[src/rtl/sarx_pkg.sv]
package sarx_pkg;

  // Control-to-datapath strobes, all valid for one system clock
  typedef struct packed {
    logic shiftEn;    // a bit clock rising edge was seen
    logic serialBit;  // the resynchronised data bit for that edge
    logic capture;    // a word clock falling edge was seen
    logic transfer;   // internal phase reached the transfer point
  } sarx_strobes_t;

endpackage

[src/rtl/sarx_sync.sv]
module sarx_sync #(
  parameter int STAGES = 2,
  parameter int WIDTH  = 1
) (
  input  logic             clk,
  input  logic             rstN,
  input  logic [WIDTH-1:0] d,
  output logic [WIDTH-1:0] q
);

  logic [WIDTH-1:0] stage [STAGES];

  always_ff @(posedge clk or negedge rstN) begin
    if (!rstN) stage[0] <= '0;
    else       stage[0] <= d;
  end

  for (genvar s = 1; s < STAGES; s++) begin : g_stage
    always_ff @(posedge clk or negedge rstN) begin
      if (!rstN) stage[s] <= '0;
      else       stage[s] <= stage[s-1];
    end
  end

  assign q = stage[STAGES-1];

endmodule

[src/rtl/sarx_ctrl.sv]
module sarx_ctrl
  import sarx_pkg::*;
#(
  parameter int PERIOD      = 128,
  parameter int XFER_AT     = 64,
  parameter int SLIP        = 2,
  parameter int SYNC_STAGES = 2,
  localparam int PHASE_W    = $clog2(PERIOD)
) (
  input  logic               clk,
  input  logic               rstN,
  input  logic               bitClk,
  input  logic               wordClk,
  input  logic               serialData,
  output sarx_strobes_t      stb,
  output logic [PHASE_W-1:0] phase,
  output logic               aligned
);

  localparam logic [PHASE_W-1:0] LAST_PH = PHASE_W'(PERIOD - 1);
  localparam logic [PHASE_W-1:0] WIN_LO  = PHASE_W'(PERIOD - 1 - SLIP);
  localparam logic [PHASE_W-1:0] WIN_HI  = PHASE_W'(SLIP);
  localparam logic [PHASE_W-1:0] XFER_PH = PHASE_W'(XFER_AT);

  logic [2:0] syncQ;
  logic       bcPrev, wcPrev;
  logic       bcRise, wcFall, inWindow, reload;

  sarx_sync #(.STAGES(SYNC_STAGES), .WIDTH(3)) u_sync (
    .clk  (clk),
    .rstN (rstN),
    .d    ({bitClk, wordClk, serialData}),
    .q    (syncQ)
  );

  always_ff @(posedge clk or negedge rstN) begin
    if (!rstN) begin
      bcPrev <= 1'b0;
      wcPrev <= 1'b0;
    end else begin
      bcPrev <= syncQ[2];
      wcPrev <= syncQ[1];
    end
  end

  assign bcRise = syncQ[2] & ~bcPrev;
  assign wcFall = ~syncQ[1] & wcPrev;

  // An aligned edge is seen while the phase sits on its last count;
  // the window accepts SLIP counts either side of that point.
  assign inWindow = (phase >= WIN_LO) || (phase < WIN_HI);
  assign reload   = wcFall && (!aligned || !inWindow);

  always_ff @(posedge clk or negedge rstN) begin
    if (!rstN) begin
      phase   <= '0;
      aligned <= 1'b0;
    end else begin
      if (reload)              phase <= '0;
      else if (phase == LAST_PH) phase <= '0;
      else                     phase <= phase + 1'b1;
      aligned <= aligned | wcFall;
    end
  end

  always_comb begin
    stb.shiftEn   = bcRise;
    stb.serialBit = syncQ[0];
    stb.capture   = wcFall;
    stb.transfer  = aligned && (phase == XFER_PH);
  end

endmodule

[src/rtl/sarx_datapath.sv]
module sarx_datapath
  import sarx_pkg::*;
#(
  parameter int WORD_MAX = 24,
  parameter int WORD_MIN = 20
) (
  input  logic                clk,
  input  logic                rstN,
  input  sarx_strobes_t       stb,
  input  logic                wordSel24,
  output logic [WORD_MAX-1:0] sampleOut,
  output logic                sampleValid
);

  localparam int EXT_W = WORD_MAX - WORD_MIN;

  logic [WORD_MAX-1:0] shiftReg;
  logic [WORD_MAX-1:0] holdWord;
  logic [WORD_MAX-1:0] narrowWord;

  if (EXT_W > 0) begin : g_ext
    assign narrowWord = {{EXT_W{shiftReg[WORD_MIN-1]}}, shiftReg[WORD_MIN-1:0]};
  end else begin : g_noext
    assign narrowWord = shiftReg;
  end

  always_ff @(posedge clk or negedge rstN) begin
    if (!rstN) begin
      shiftReg <= '0;
    end else if (stb.shiftEn) begin
      shiftReg <= {shiftReg[WORD_MAX-2:0], stb.serialBit};
    end
  end

  always_ff @(posedge clk or negedge rstN) begin
    if (!rstN) begin
      holdWord <= '0;
    end else if (stb.capture) begin
      holdWord <= wordSel24 ? shiftReg : narrowWord;
    end
  end

  always_ff @(posedge clk or negedge rstN) begin
    if (!rstN) begin
      sampleOut   <= '0;
      sampleValid <= 1'b0;
    end else begin
      sampleValid <= stb.transfer;
      if (stb.transfer) sampleOut <= holdWord;
    end
  end

endmodule

[src/rtl/serial_audio_rx.sv]
module serial_audio_rx
  import sarx_pkg::*;
#(
  parameter int WORD_MAX    = 24,
  parameter int WORD_MIN    = 20,
  parameter int PERIOD      = 128,
  parameter int XFER_AT     = 64,
  parameter int SLIP        = 2,
  parameter int SYNC_STAGES = 2,
  localparam int PHASE_W    = $clog2(PERIOD)
) (
  input  logic                clk,
  input  logic                rstN,
  input  logic                bitClk,
  input  logic                wordClk,
  input  logic                serialData,
  input  logic                wordSel24,
  output logic [WORD_MAX-1:0] sampleOut,
  output logic                sampleValid
);

  sarx_strobes_t      stb;
  logic [PHASE_W-1:0] phase;
  logic               aligned;

  sarx_ctrl #(
    .PERIOD(PERIOD), .XFER_AT(XFER_AT), .SLIP(SLIP), .SYNC_STAGES(SYNC_STAGES)
  ) u_ctrl (
    .clk        (clk),
    .rstN       (rstN),
    .bitClk     (bitClk),
    .wordClk    (wordClk),
    .serialData (serialData),
    .stb        (stb),
    .phase      (phase),
    .aligned    (aligned)
  );

  sarx_datapath #(.WORD_MAX(WORD_MAX), .WORD_MIN(WORD_MIN)) u_dp (
    .clk         (clk),
    .rstN        (rstN),
    .stb         (stb),
    .wordSel24   (wordSel24),
    .sampleOut   (sampleOut),
    .sampleValid (sampleValid)
  );

endmodule

[config.mk]
export PLATFORM = sky130hd
export DESIGN_NAME = serial_audio_rx
export DESIGN_NICKNAME = d
export VERILOG_FILES = /design/src/rtl/sarx_pkg.sv /design/src/rtl/sarx_sync.sv /design/src/rtl/sarx_ctrl.sv /design/src/rtl/sarx_datapath.sv /design/src/rtl/serial_audio_rx.sv
export SDC_FILE = /design/constraint.sdc
export NUM_CORES = 1
export LEC_CHECK = 0
export BUFFER_PORTS_ARGS = -buffer_cell sky130_fd_sc_hd__buf_4
export CORE_ASPECT_RATIO = 1.75
export CORE_UTILIZATION = 50
export DETAILED_ROUTE_END_ITERATION = 10
export MAX_ROUTING_LAYER = met4
export PLACE_DENSITY = 0.69
export SYNTH_ARGS = -nofsm -noshare
export SYNTH_HDL_FRONTEND = slang
export SYNTH_SLANG_ARGS = --single-unit
[constraint.sdc]
create_clock -name clk -period 1.85 [get_ports clk]
set_input_delay 0.2775 -clock clk [delete_from_list [all_inputs] [get_ports clk]]
set_output_delay 0.2775 -clock clk [all_outputs]
set_load 0.02 [all_outputs]
Word level (Yosys, flattened, before mapping)
Index checks and enable logic that the tools add are counted.

word-level totals
  flip-flop bits (word level) = 89
  bits in read-only memories = 0
  word-level logic and storage cells = 29
  memories kept = 0
  bits in writable memories = 0
  output and inout port bits = 25
  latch bits = 0
  input bits = 6

cells by class
  bitwise gates (word level) = 5
  div/mod/pow operators = 0
  multiplexer cells = 3
  shift operators = 0
  multipliers = 0
  eq/ne operators = 2
  $add $sub $neg = 1
  reduce and logical (&&, ||, !) cells = 6
  $lt $le $gt $ge = 2

operators by type and width
  cell                                                                           count
  24-bit 2-to-1 mux                                                              1
  7-bit equality test (second input constant)                                    2
  7-bit 2-to-1 mux                                                               2
  7-bit by 1-bit adder with 7-bit output (second input constant)                 1
  7-bit >= comparator (second input constant)                                    1
  7-bit by 2-bit less-than comparator with 1-bit output (second input constant)  1
  1-bit AND                                                                      2
  1-bit logical AND                                                              2
  1-bit logical NOT                                                              2
  1-bit logical OR                                                               2
  1-bit inverter                                                                 2
  1-bit bitwise OR                                                               1

Logic depth before layout (Yosys ltp)
Gate-level depths: netlist of run 1.

  depth in word-level cells = 6
  gate-level depth with buffers = 6
  depth with buffers taken out = 5

Modules after synthesis
From an unflattened synthesis of run 1, not the netlist that was laid out.

second synthesis, totals
  cells, all modules = 219
  area total of the unflattened synthesis = 3666.0 um^2

modules (own cells, without submodules)
  module         seq. area each (um^2)  area an instance (um^2)  cells an instance  instances
  sarx_datapath  1826.8                 2977.9                   163                1
  sarx_ctrl      250.2                  515.5                    47                 1
  sarx_sync      150.1                  172.7                    9                  1

Worst setup path after synthesis of run 1
No wires, ideal clock.

  path kind = flip-flop to flip-flop
  start = register u_ctrl.phase[2]
  end = register u_dp.sampleOut[13]
  setup slack = 0.203 ns
  period minus slack after synthesis = 1.647 ns
  library setup time = 0.127 ns
  stages on the path, launching flop included = 6
  buffers on the path = 2
  data required time = 1.723 ns
  arrival time = 1.520 ns
  path through = dfrtp_1 > nor4_1 > and4_1 > buf_4 > buf_8 > mux2_1

on the way
  word-level cells in the longest chain between the ends = 2

ends and longest elaborated chain
  what                      line                 text
  start: declaration        sarx_ctrl.sv:16      output logic [PHASE_W-1:0] phase,
  start signal: assignment  sarx_ctrl.sv:61      else phase <= phase + 1'b1;
  7-bit equality test       sarx_ctrl.sv:70      stb.transfer = aligned && (phase == XFER_PH);
  1-bit logical AND         sarx_ctrl.sv:70
  end signal: assignment    sarx_datapath.sv:49  if (stb.transfer) sampleOut <= holdWord;
  end: declaration          sarx_datapath.sv:11  output logic [WORD_MAX-1:0] sampleOut,

No other way between the ends.
A chain may end at the register's enable or synchronous reset.

Worst setup path in the final report of run 1
  start = register u_ctrl.phase[5]
  end = register u_dp.sampleOut[13]

Same word-level chain as after synthesis.

==> results of run 1 <==
-- worst reg2reg max path: cells and delay by family (launching register included) --
family                 cells  cell delay [ps]
buffers and inverters      1              200
DFF                        1              410
muxes                      1              360
and+or+nand+nor            2              610
-- area by class of cell --
| cell class | instances | area share, % |
|---|---|---|
| flip-flops and latches | 89 | 55.8 |
| inverters | 3 | 0.282 |
| multi-input cells | 114 | 26.7 |
| well taps | 82 | 2.57 |
| clock buffers | 13 | 6.52 |
| repair buffers | 39 | 7.71 |
| clock inverters | 3 | 0.376 |
-- kinds of logic after synthesis --
logic type	count (synthesis)
DFF	89
muxes	68
and+or+nand+nor	21
AOI/OAI and AO/OA	19
buffers and inverters	13
xor gates and xnor gates	3
adders and majority gates	3
-- per-stage QoR --
stage	setup WS [ps]	power, W	utilization (%)
after floorplan	203	0.00298	-
after global placement	174	0.00317	57.0
after detailed placement	106	0.00321	57.0
after CTS	99.2	0.00487	61.4
after global routing	77.0	0.00508	61.5
final	154	0.00481	61.5
-- report_power, final --
group	switching (W)	total (W)	internal, W	leakage, nW
clock network	0.000658	0.00163	0.000976	0.139
logic	0.000241	0.000606	0.000365	0.671
registers	0.000262	0.00257	0.00231	1.17
-- Yosys cell counts --
master    number
a21oi_1        6
mux2_2        49
nand2_1        5
or3_1          1
a21boi_0       1
nor3_1         1
nand4_1        1
ha_1           3
buf_4          1
a221oi_1       2
dfrtp_1       89
xnor2_1        1
mux2_1        19
clkbuf_1       4
nor2_1         2
a31oi_1        1
nand3_1        3
nor4_1         1
nand2b_1       2
inv_1          3
xor2_1         2
or3_2          1
or4_1          1
and4_1         1
buf_2          3
buf_8          2
a22oi_1        3
nor2b_1        2
o21ai_0        6
-- per-layer routing --
metal	track usage, %	share of wire, %	up-vias
li1	-	-	844
met1	19.5	41	917
met2	29.2	55	24
met3	4.34	2.7	6
met4	8.64	1.4	0
met5	-	0	-
-- flip-flops by register name (all words and copies together) (netlist names) --
signal / flops
u_dp.shiftReg: 24
u_ctrl.phase: 7
u_ctrl.aligned: 1
u_ctrl.bcPrev: 1
u_ctrl.wcPrev: 1
u_ctrl.u_sync.stage: 3
u_dp.sampleOut: 24
u_ctrl.u_sync.q: 3
u_dp.holdWord: 24
u_dp.sampleValid: 1
-- what timing repair did --
item | CTS | global route
endpoints found under the setup margin | 0 | 21
gates resized for setup | 0 | 1
hold endpoints to repair | 36 | 0
hold buffers | 1 | 0
setup buffers | 0 | 0
-- worst max-delay path by stage --
stage / slack (ps) / endpoint / startpoint / cells past startpoint
4_1_cts: 100 / u_dp.sampleOut[13]$_DFFE_PN0P_ / u_ctrl.phase[5]$_DFF_PN0_ / 4
6_report: 150 / u_dp.sampleOut[13]$_DFFE_PN0P_ / u_ctrl.phase[5]$_DFF_PN0_ / 4
5_1_grt: 80 / u_dp.sampleOut[13]$_DFFE_PN0P_ / u_ctrl.phase[5]$_DFF_PN0_ / 4
3_5_place_dp: 110 / u_dp.sampleOut[13]$_DFFE_PN0P_ / u_ctrl.phase[5]$_DFF_PN0_ / 4
2_1_floorplan: 200 / u_dp.sampleOut[13]$_DFFE_PN0P_ / u_ctrl.phase[2]$_DFF_PN0_ / 5
3_3_place_gp: 170 / u_dp.sampleOut[11]$_DFFE_PN0P_ / u_ctrl.phase[5]$_DFF_PN0_ / 4
==> flow_metrics.env, run 1 <==
export IMPL_outcome="completed"
export IMPL_cts_buffer_depth=2
export IMPL_syn_cell_area_um2=3360
export IMPL_critPathArrivalTime_ps=1900
export IMPL_timing_rr_end="u_dp.sampleOut[13]$_DFFE_PN0P_"
export IMPL_ant_nets=0
export IMPL_vias_per_cell=5.22
export IMPL_drv_slew=0
export IMPL_fp_dieW_um=64.0
export IMPL_path_buf_inv=1
export IMPL_dp_hpwl_um=3390
export IMPL_layout_common_cells="dfrtp_1, mux2_2, buf_4"
export IMPL_place_gp_congestion=0.787
export IMPL_worst_pin_slew_ps=591
export IMPL_hold_path_startpoint="serialData"
export IMPL_nets=265
export IMPL_synth_top_family_by_area="multiplexers"
export IMPL_finalCritPeriodShare_pct=91.7
export IMPL_drv_cap=0
export IMPL_power_density_nw_per_um2=1210
export IMPL_first_pass_iters=4
export IMPL_fin_crit_ps=1700
export IMPL_synth_top_cell_by_area="dfrtp_1"
export IMPL_n_antenna_cell=0
export IMPL_final_setup_tns_ps=0
export IMPL_yosysTopAreaCellShare_pct=66.2
export IMPL_wl_um=5130
export IMPL_reg2reg_slack_ps=150
export IMPL_worstReg2RegStart="u_ctrl.phase[5]$_DFF_PN0_"
export IMPL_grt_first_pass_wirelength_um=9080
export IMPL_avgSynthCellArea_um2=15.6
export IMPL_syn_nets=225
export IMPL_route_detailed_drc=0
export IMPL_placed_area_um2=3700
export IMPL_worstPathRequired_ps=2050
export IMPL_cts_buffers=9
export IMPL_crit_path_cell_trace="nor4_2 > and4_1 > buf_12 > mux2_1"
export IMPL_worstRegToRegCells=4
export IMPL_num_rows=39
export IMPL_cp_end_kind="flip-flop"
export IMPL_synthAdderAreaFrac_pct=1.12
export IMPL_critical_path_class="flip-flop to flip-flop"
export IMPL_synth_seq_cells=89
export IMPL_grt_usage_pct=17.7
export IMPL_antenna_found_initial=0
export IMPL_hold_ws_ps=59.2
export IMPL_muxShareOfSynthArea_pct=22.8
export IMPL_synth_compound_area_share_pct=3.39
export IMPL_cp_start_kind="flip-flop"
export IMPL_grt_setup_unrepaired="no"
export IMPL_cts_tree="built"
export IMPL_overflow=0
export IMPL_n_fill_cell=531
export IMPL_hold_path_class="input port to flip-flop"
export IMPL_slowest_delay_ps=410
export IMPL_ir_drop_v=0.000834
export IMPL_synth_simple_area_share_pct=3.39
export IMPL_yosysSeqAreaShare_pct=66.2
export IMPL_dr_total_vias=1791
export IMPL_placeableCoreArea_um2=6490
export IMPL_seqCellArea_um2=2230
export IMPL_max_slew_margin_pct=60.4
export IMPL_synthesis_instances=216
export IMPL_fmax_ghz=0.590
export IMPL_dp_cells=326
export IMPL_ys_warn_count=0
export IMPL_yosysUniqueCellTypes=29
export IMPL_avgRoutedWirePerCell_um=14.9
export IMPL_synthXorXnorAreaFrac_pct=0.781
export IMPL_mostFrequentLayoutCell="dfrtp_1"
export IMPL_p_leak_nw=1.98
export IMPL_die_h_um=110
export IMPL_design_area_um2=3990
export IMPL_cts_htree_levels=3
export IMPL_area_growth_pct=18.6
export IMPL_finalSetupViolCount=0
export IMPL_hold_violations=0
export IMPL_start_util_pct=51.8
export IMPL_clk_pin_slew_ps=60
export IMPL_cts_root_buf="clkbuf_16"
export IMPL_min_to="u_ctrl.u_sync.stage[3]$_DFF_PN0_"
export IMPL_final_cells=343
export IMPL_port_buffers=30
export IMPL_multi_input_area_um2=1070
export IMPL_fin_skew_ps=4.22
export IMPL_crit_path_top_delay_cell="dfrtp_1"
export IMPL_grt_max_degree=41
export IMPL_cts_sinks=89
export IMPL_hold_depth=1
export IMPL_crit_path_max_fanout=25
export IMPL_synth_area_leaders="dfrtp_1, mux2_2, mux2_1, ha_1, a21oi_1"
export IMPL_ios=31
export IMPL_initialDrtViolationCount=47
export IMPL_die_area_um2=7070
export IMPL_grt_pass1_vias=1960
export IMPL_clock_latency_ps=330
export IMPL_cpLargestDelayFamily="simple AND/OR/NAND/NOR gates"
export IMPL_drive_gt1_share_pct=39.8
Power figures use the tool's default switching activity.
==> run 2, diff against run 1 <==
--- a/config.mk
+++ b/config.mk
@@ -7,6 +7,7 @@
 export LEC_CHECK = 0
 export BUFFER_PORTS_ARGS = -buffer_cell sky130_fd_sc_hd__buf_4
 export CORE_ASPECT_RATIO = 1.75
+export CORE_MARGIN = 2
 export CORE_UTILIZATION = 50
 export DETAILED_ROUTE_END_ITERATION = 10
 export MAX_ROUTING_LAYER = met4
==> run 2 against run 1 <==
Design area up 0.75%. Core utilization is essentially flat. First-iteration DRC count rose to 2.6 times the previous value. Critical path depth unchanged. Clock skew rose by 0.95 ps. Fmax grew 0.48%.
==> flow_metrics.env, run 2 (synthesis results as in run 1) <==
export IMPL_vias_per_cell=5.32
export IMPL_num_rows=39
export IMPL_hold_path_class="input port to flip-flop"
export IMPL_overflow=0
export IMPL_hold_depth=1
export IMPL_grt_usage_pct=16.7
export IMPL_grt_max_degree=50
export IMPL_start_util_pct=51.4
export IMPL_place_gp_congestion=0.799
export IMPL_avgRoutedWirePerCell_um=15.1
export IMPL_cts_root_buf="clkbuf_16"
export IMPL_drv_cap=0
export IMPL_antenna_found_initial=0
export IMPL_initialDrtViolationCount=124
export IMPL_clkPwrFrac_pct=35.1
export IMPL_design_power_total_w=0.00489
export IMPL_crit_path_max_fanout=8
export IMPL_finalSetupViolCount=0
export IMPL_ir_drop_v=0.000791
export IMPL_finalCritPeriodShare_pct=91.2
export IMPL_dp_hpwl_um=3340
export IMPL_nets=265
export IMPL_power_internal_w=0.00369
export IMPL_port_buffers=30
export IMPL_switching_share_pct=24.5
export IMPL_placed_area_um2=3710
export IMPL_layout_common_cells="dfrtp_1, mux2_2, buf_4"
export IMPL_combinationalPowerShare_pct=12.5
export IMPL_fin_skew_ps=5.17
export IMPL_multi_input_area_um2=1070
export IMPL_n_fill_cell=527
export IMPL_first_pass_iters=4
export IMPL_area_growth_pct=19.5
export IMPL_power_density_nw_per_um2=1220
export IMPL_cts_tree="built"
export IMPL_final_cells=343
export IMPL_wl_um=5170
export IMPL_worst_pin_slew_ps=644
export IMPL_critPathArrivalTime_ps=1910
export IMPL_final_setup_tns_ps=0
export IMPL_worstPathRequired_ps=2070
export IMPL_die_h_um=112
export IMPL_reg_largest_list="u_dp.holdWord: 24 flops, u_dp.sampleOut: 24 flops, u_dp.shiftReg: 24 flops"
export IMPL_placeableCoreArea_um2=6540
export IMPL_cp_start_kind="flip-flop"
export IMPL_cts_htree_levels=3
export IMPL_hold_violations=0
export IMPL_drive_gt1_share_pct=40.6
export IMPL_clock_latency_ps=330
export IMPL_outcome="completed"
export IMPL_seq_power_share_pct=52.4
export IMPL_grt_first_pass_wirelength_um=8970
export IMPL_clk_pin_slew_ps=60
export IMPL_n_antenna_cell=0
export IMPL_fp_dieW_um=66.0
export IMPL_fmax_ghz=0.592
export IMPL_design_area_um2=4020
export IMPL_fin_crit_ps=1690
export IMPL_dp_cells=326
export IMPL_dr_total_vias=1824
export IMPL_cts_buffers=9
export IMPL_ant_nets=0
export IMPL_seqCellArea_um2=2230
export IMPL_p_leak_nw=1.99
export IMPL_cts_sinks=89
export IMPL_cts_buffer_depth=2
export IMPL_ios=31
export IMPL_grt_setup_unrepaired="no"
export IMPL_worstRegToRegCells=4
export IMPL_die_area_um2=7420
export IMPL_cp_end_kind="flip-flop"
export IMPL_max_slew_margin_pct=56.9
export IMPL_hold_ws_ps=49.2
export IMPL_drv_slew=0
export IMPL_mostFrequentLayoutCell="dfrtp_1"
export IMPL_critical_path_class="flip-flop to flip-flop"
export IMPL_power_switching_w=0.00120
export IMPL_route_detailed_drc=0
export IMPL_grt_pass1_vias=1893
==> run 2: metrics by stage <==
stage,utilization [%],worst slack [ps]
final,61.5,162
after global routing,61.5,69.5
after CTS,61.4,106
after detailed placement,56.8,122
after global placement,56.8,174
after floorplan,-,203
==> run 2: worst max-delay path, stage by stage, from the launching register on <==
cell     delay (ps)
dfrtp_1         420
nor4_2          310
and4_1          300
buf_4           200
mux2_2          340
==> run 2: final timing paths <==
kind	from	to	slack, ps
hold reg to reg	u_ctrl.u_sync.stage[3]$_DFF_PN0_	u_ctrl.u_sync.q[0]$_DFF_PN0_	350
min in group asynchronous	rstN	u_dp.sampleOut[21]$_DFFE_PN0P_	500
setup reg to reg	u_ctrl.phase[5]$_DFF_PN0_	u_dp.sampleOut[8]$_DFFE_PN0P_	160
max in group asynchronous	rstN	u_dp.holdWord[10]$_DFFE_PN0P_	760
hold / removal	wordClk	u_ctrl.u_sync.stage[4]$_DFF_PN0_	50
setup / recovery	u_ctrl.phase[5]$_DFF_PN0_	u_dp.sampleOut[8]$_DFFE_PN0P_	160
==> run 2: final cells by class <==
| class | count | area share [%] |
|---|---|---|
| flip-flops and latches | 89 | 55.4 |
| multi-input cells | 114 | 26.5 |
| repair buffers | 39 | 7.97 |
| clock buffers | 12 | 6.63 |
| well taps | 82 | 2.55 |
| clock inverters | 4 | 0.654 |
| inverters | 3 | 0.280 |
==> run 2: power groups by stage <==
stage	sequential [W]	clock [W]	combinational, W
3_5_place_dp	0.00260	0	0.000614
2_1_floorplan	0.00252	0	0.000463
5_1_grt	0.00262	0.00183	0.000689
3_3_place_gp	0.00258	0	0.000590
4_1_cts	0.00256	0.00177	0.000623
6_report	0.00256	0.00171	0.000613
==> run 2: timing repair <==
action / 4_1_cts / 5_1_grt
setup buffers: 0 / 0
hold buffers: 1 / 0
hold endpoints to repair: 47 / 0
endpoints found under the setup margin: 0 / 3
resized for setup: 0 / 1
==> run 2: metal layers <==
| layer | up-vias | share of wire (%) | track usage [%] |
|---|---|---|---|
| met4 | 0 | 2.1 | 8.57 |
| met2 | 30 | 53 | 25.8 |
| met5 | - | 0 | - |
| li1 | 844 | - | - |
| met1 | 939 | 41 | 19.5 |
| met3 | 11 | 3.3 | 4.91 |
==> run 3, diff against run 2 <==
--- a/config.mk
+++ b/config.mk
@@ -11,7 +11,7 @@
 export CORE_UTILIZATION = 50
 export DETAILED_ROUTE_END_ITERATION = 10
 export MAX_ROUTING_LAYER = met4
-export PLACE_DENSITY = 0.69
+export PLACE_DENSITY = 0.72
 export SYNTH_ARGS = -nofsm -noshare
 export SYNTH_HDL_FRONTEND = slang
 export SYNTH_SLANG_ARGS = --single-unit
==> run 3 against run 2 <==
Core utilization decreased by 0.77 points. Design area decreased by 1.2%. Critical path type unchanged. Routed wire length decreased by 4.8%. Largest power group unchanged. Final cell count decreased by 0.87%. Count of clock-buffer cells in the layout unchanged. Combinational power decreased by 3%. Critical path depth unchanged. Sequential share of layout area increased by 0.70 points. Sequential power about the same. Via count decreased by 0.60%. Worst setup slack got worse by 14 ps. First-iteration DRC count decreased by 12%.
==> flow_metrics.env, run 3 (synthesis results as in run 1) <==
export IMPL_hold_path_class="input port to flip-flop"
export IMPL_overflow=0
export IMPL_num_rows=39
export IMPL_cts_root_buf="clkbuf_16"
export IMPL_cts_htree_levels=3
export IMPL_reg_largest_list="u_dp.holdWord: 24 flops, u_dp.sampleOut: 24 flops, u_dp.shiftReg: 24 flops"
export IMPL_initialDrtViolationCount=109
export IMPL_nets=263
export IMPL_grt_pass1_vias=1751
export IMPL_crit_path_max_fanout=25
export IMPL_cts_buffer_depth=2
export IMPL_p_leak_nw=1.96
export IMPL_combinationalPowerShare_pct=12.5
export IMPL_cts_sinks=89
export IMPL_ir_drop_v=0.000847
export IMPL_power_switching_w=0.00116
export IMPL_hold_buffers=1
export IMPL_n_fill_cell=522
export IMPL_final_setup_tns_ps=0
export IMPL_clock_latency_ps=330
export IMPL_dp_hpwl_um=3090
export IMPL_fin_skew_ps=6.44
export IMPL_first_pass_iters=5
export IMPL_drv_slew=0
export IMPL_finalSetupViolCount=0
export IMPL_fp_dieW_um=66.0
export IMPL_avgRoutedWirePerCell_um=14.5
export IMPL_route_detailed_drc=0
export IMPL_critical_path_class="flip-flop to flip-flop"
export IMPL_area_growth_pct=18.0
export IMPL_grt_usage_pct=15.7
export IMPL_fin_crit_ps=1700
export IMPL_post_cts_resized=0
export IMPL_dr_total_vias=1813
export IMPL_critPathArrivalTime_ps=1910
export IMPL_fmax_ghz=0.587
export IMPL_layout_common_cells="dfrtp_1, mux2_2, buf_4"
export IMPL_cp_end_kind="flip-flop"
export IMPL_grt_first_pass_wirelength_um=8460
export IMPL_vias_per_cell=5.33
export IMPL_drive_gt1_share_pct=38.8
export IMPL_die_h_um=112
export IMPL_hold_ws_ps=50.8
export IMPL_port_buffers=30
export IMPL_hold_violations=0
export IMPL_start_util_pct=51.4
export IMPL_power_internal_w=0.00360
export IMPL_switching_share_pct=24.3
export IMPL_post_route_worst_setup_slack_ps=148
export IMPL_n_antenna_cell=0
export IMPL_drv_cap=0
export IMPL_grt_max_degree=90
export IMPL_place_gp_congestion=0.796
export IMPL_placeableCoreArea_um2=6540
export IMPL_die_area_um2=7420
export IMPL_cts_setup_buffers=0
export IMPL_worstPathRequired_ps=2060
export IMPL_grt_setup_unrepaired="no"
export IMPL_dp_slack_ps=144
export IMPL_worst_pin_slew_ps=633
export IMPL_ant_nets=0
export IMPL_cts_tree="built"
export IMPL_outcome="completed"
export IMPL_clkPwrFrac_pct=33.8
export IMPL_ios=31
export IMPL_wl_um=4920
export IMPL_finalCritPeriodShare_pct=92.0
export IMPL_power_density_nw_per_um2=1200
export IMPL_mostFrequentLayoutCell="dfrtp_1"
export IMPL_max_slew_margin_pct=57.6
export IMPL_cts_buffers=9
export IMPL_clk_pin_slew_ps=60
export IMPL_antenna_found_initial=0
export IMPL_cp_start_kind="flip-flop"
export IMPL_seq_power_share_pct=53.7
run 3: power groups by stage:
| stage | Combinational, W | Clock, W | Sequential, W |
|---|---|---|---|
| floorplan | 0.000463 | 0 | 0.00252 |
| global placement | 0.000585 | 0 | 0.00258 |
| detailed placement | 0.000603 | 0 | 0.00259 |
| CTS | 0.000610 | 0.00166 | 0.00256 |
| global route | 0.000668 | 0.00174 | 0.00261 |
| finish | 0.000597 | 0.00161 | 0.00256 |
run 3: worst paths after layout:
check	startpoint	to	slack, ps	cells after the start
min in group asynchronous	rstN	u_dp.sampleOut[22]$_DFFE_PN0P_	510	3
max in group asynchronous	rstN	u_dp.sampleOut[5]$_DFFE_PN0P_	980	3
worst max-delay path	u_ctrl.phase[5]$_DFF_PN0_	u_dp.sampleOut[1]$_DFFE_PN0P_	150	4
worst max register to register	u_ctrl.phase[5]$_DFF_PN0_	u_dp.sampleOut[1]$_DFFE_PN0P_	150	4
worst min register to register	u_ctrl.u_sync.stage[3]$_DFF_PN0_	u_ctrl.u_sync.q[0]$_DFF_PN0_	350	0
worst min-delay path	wordClk	u_ctrl.u_sync.stage[4]$_DFF_PN0_	50	1
run 3: area by class of cell:
cell class / count / area (µm²) / area share [%]
Inverter: 3 / 11.3 / 0.284
Clock inverter: 3 / 17.5 / 0.441
Timing Repair Buffer: 37 / 305 / 7.69
Multi-Input combinational cell: 114 / 1060 / 26.7
Clock buffer: 12 / 246 / 6.21
Tap cell: 82 / 103 / 2.58
Sequential cell: 89 / 2230 / 56.1
run 3: through the flow:
stage	instance area [µm²]	instances	utilization (%)	power, W
CTS	3970	340	60.7	0.00483
floorplan	3360	216	-	0.00298
global route	3970	340	60.7	0.00502
detailed placement	3700	324	56.5	0.00320
finish	3970	340	60.7	0.00476
global placement	3700	324	56.5	0.00317
run 3: worst max-delay path, stage by stage (launching register included):
cell and delay, ps:
dfrtp_1 400, nor4_1 350, and4_1 290, buf_12 200
mux2_1 340
run 3: metal layers:
layer	part of all wire, %	vias up	track usage [%]
li1	-	841	-
met1	42	928	18.9
met2	53	40	23.8
met3	3.9	4	4.81
met4	1.4	0	7.76
met5	0	-	-
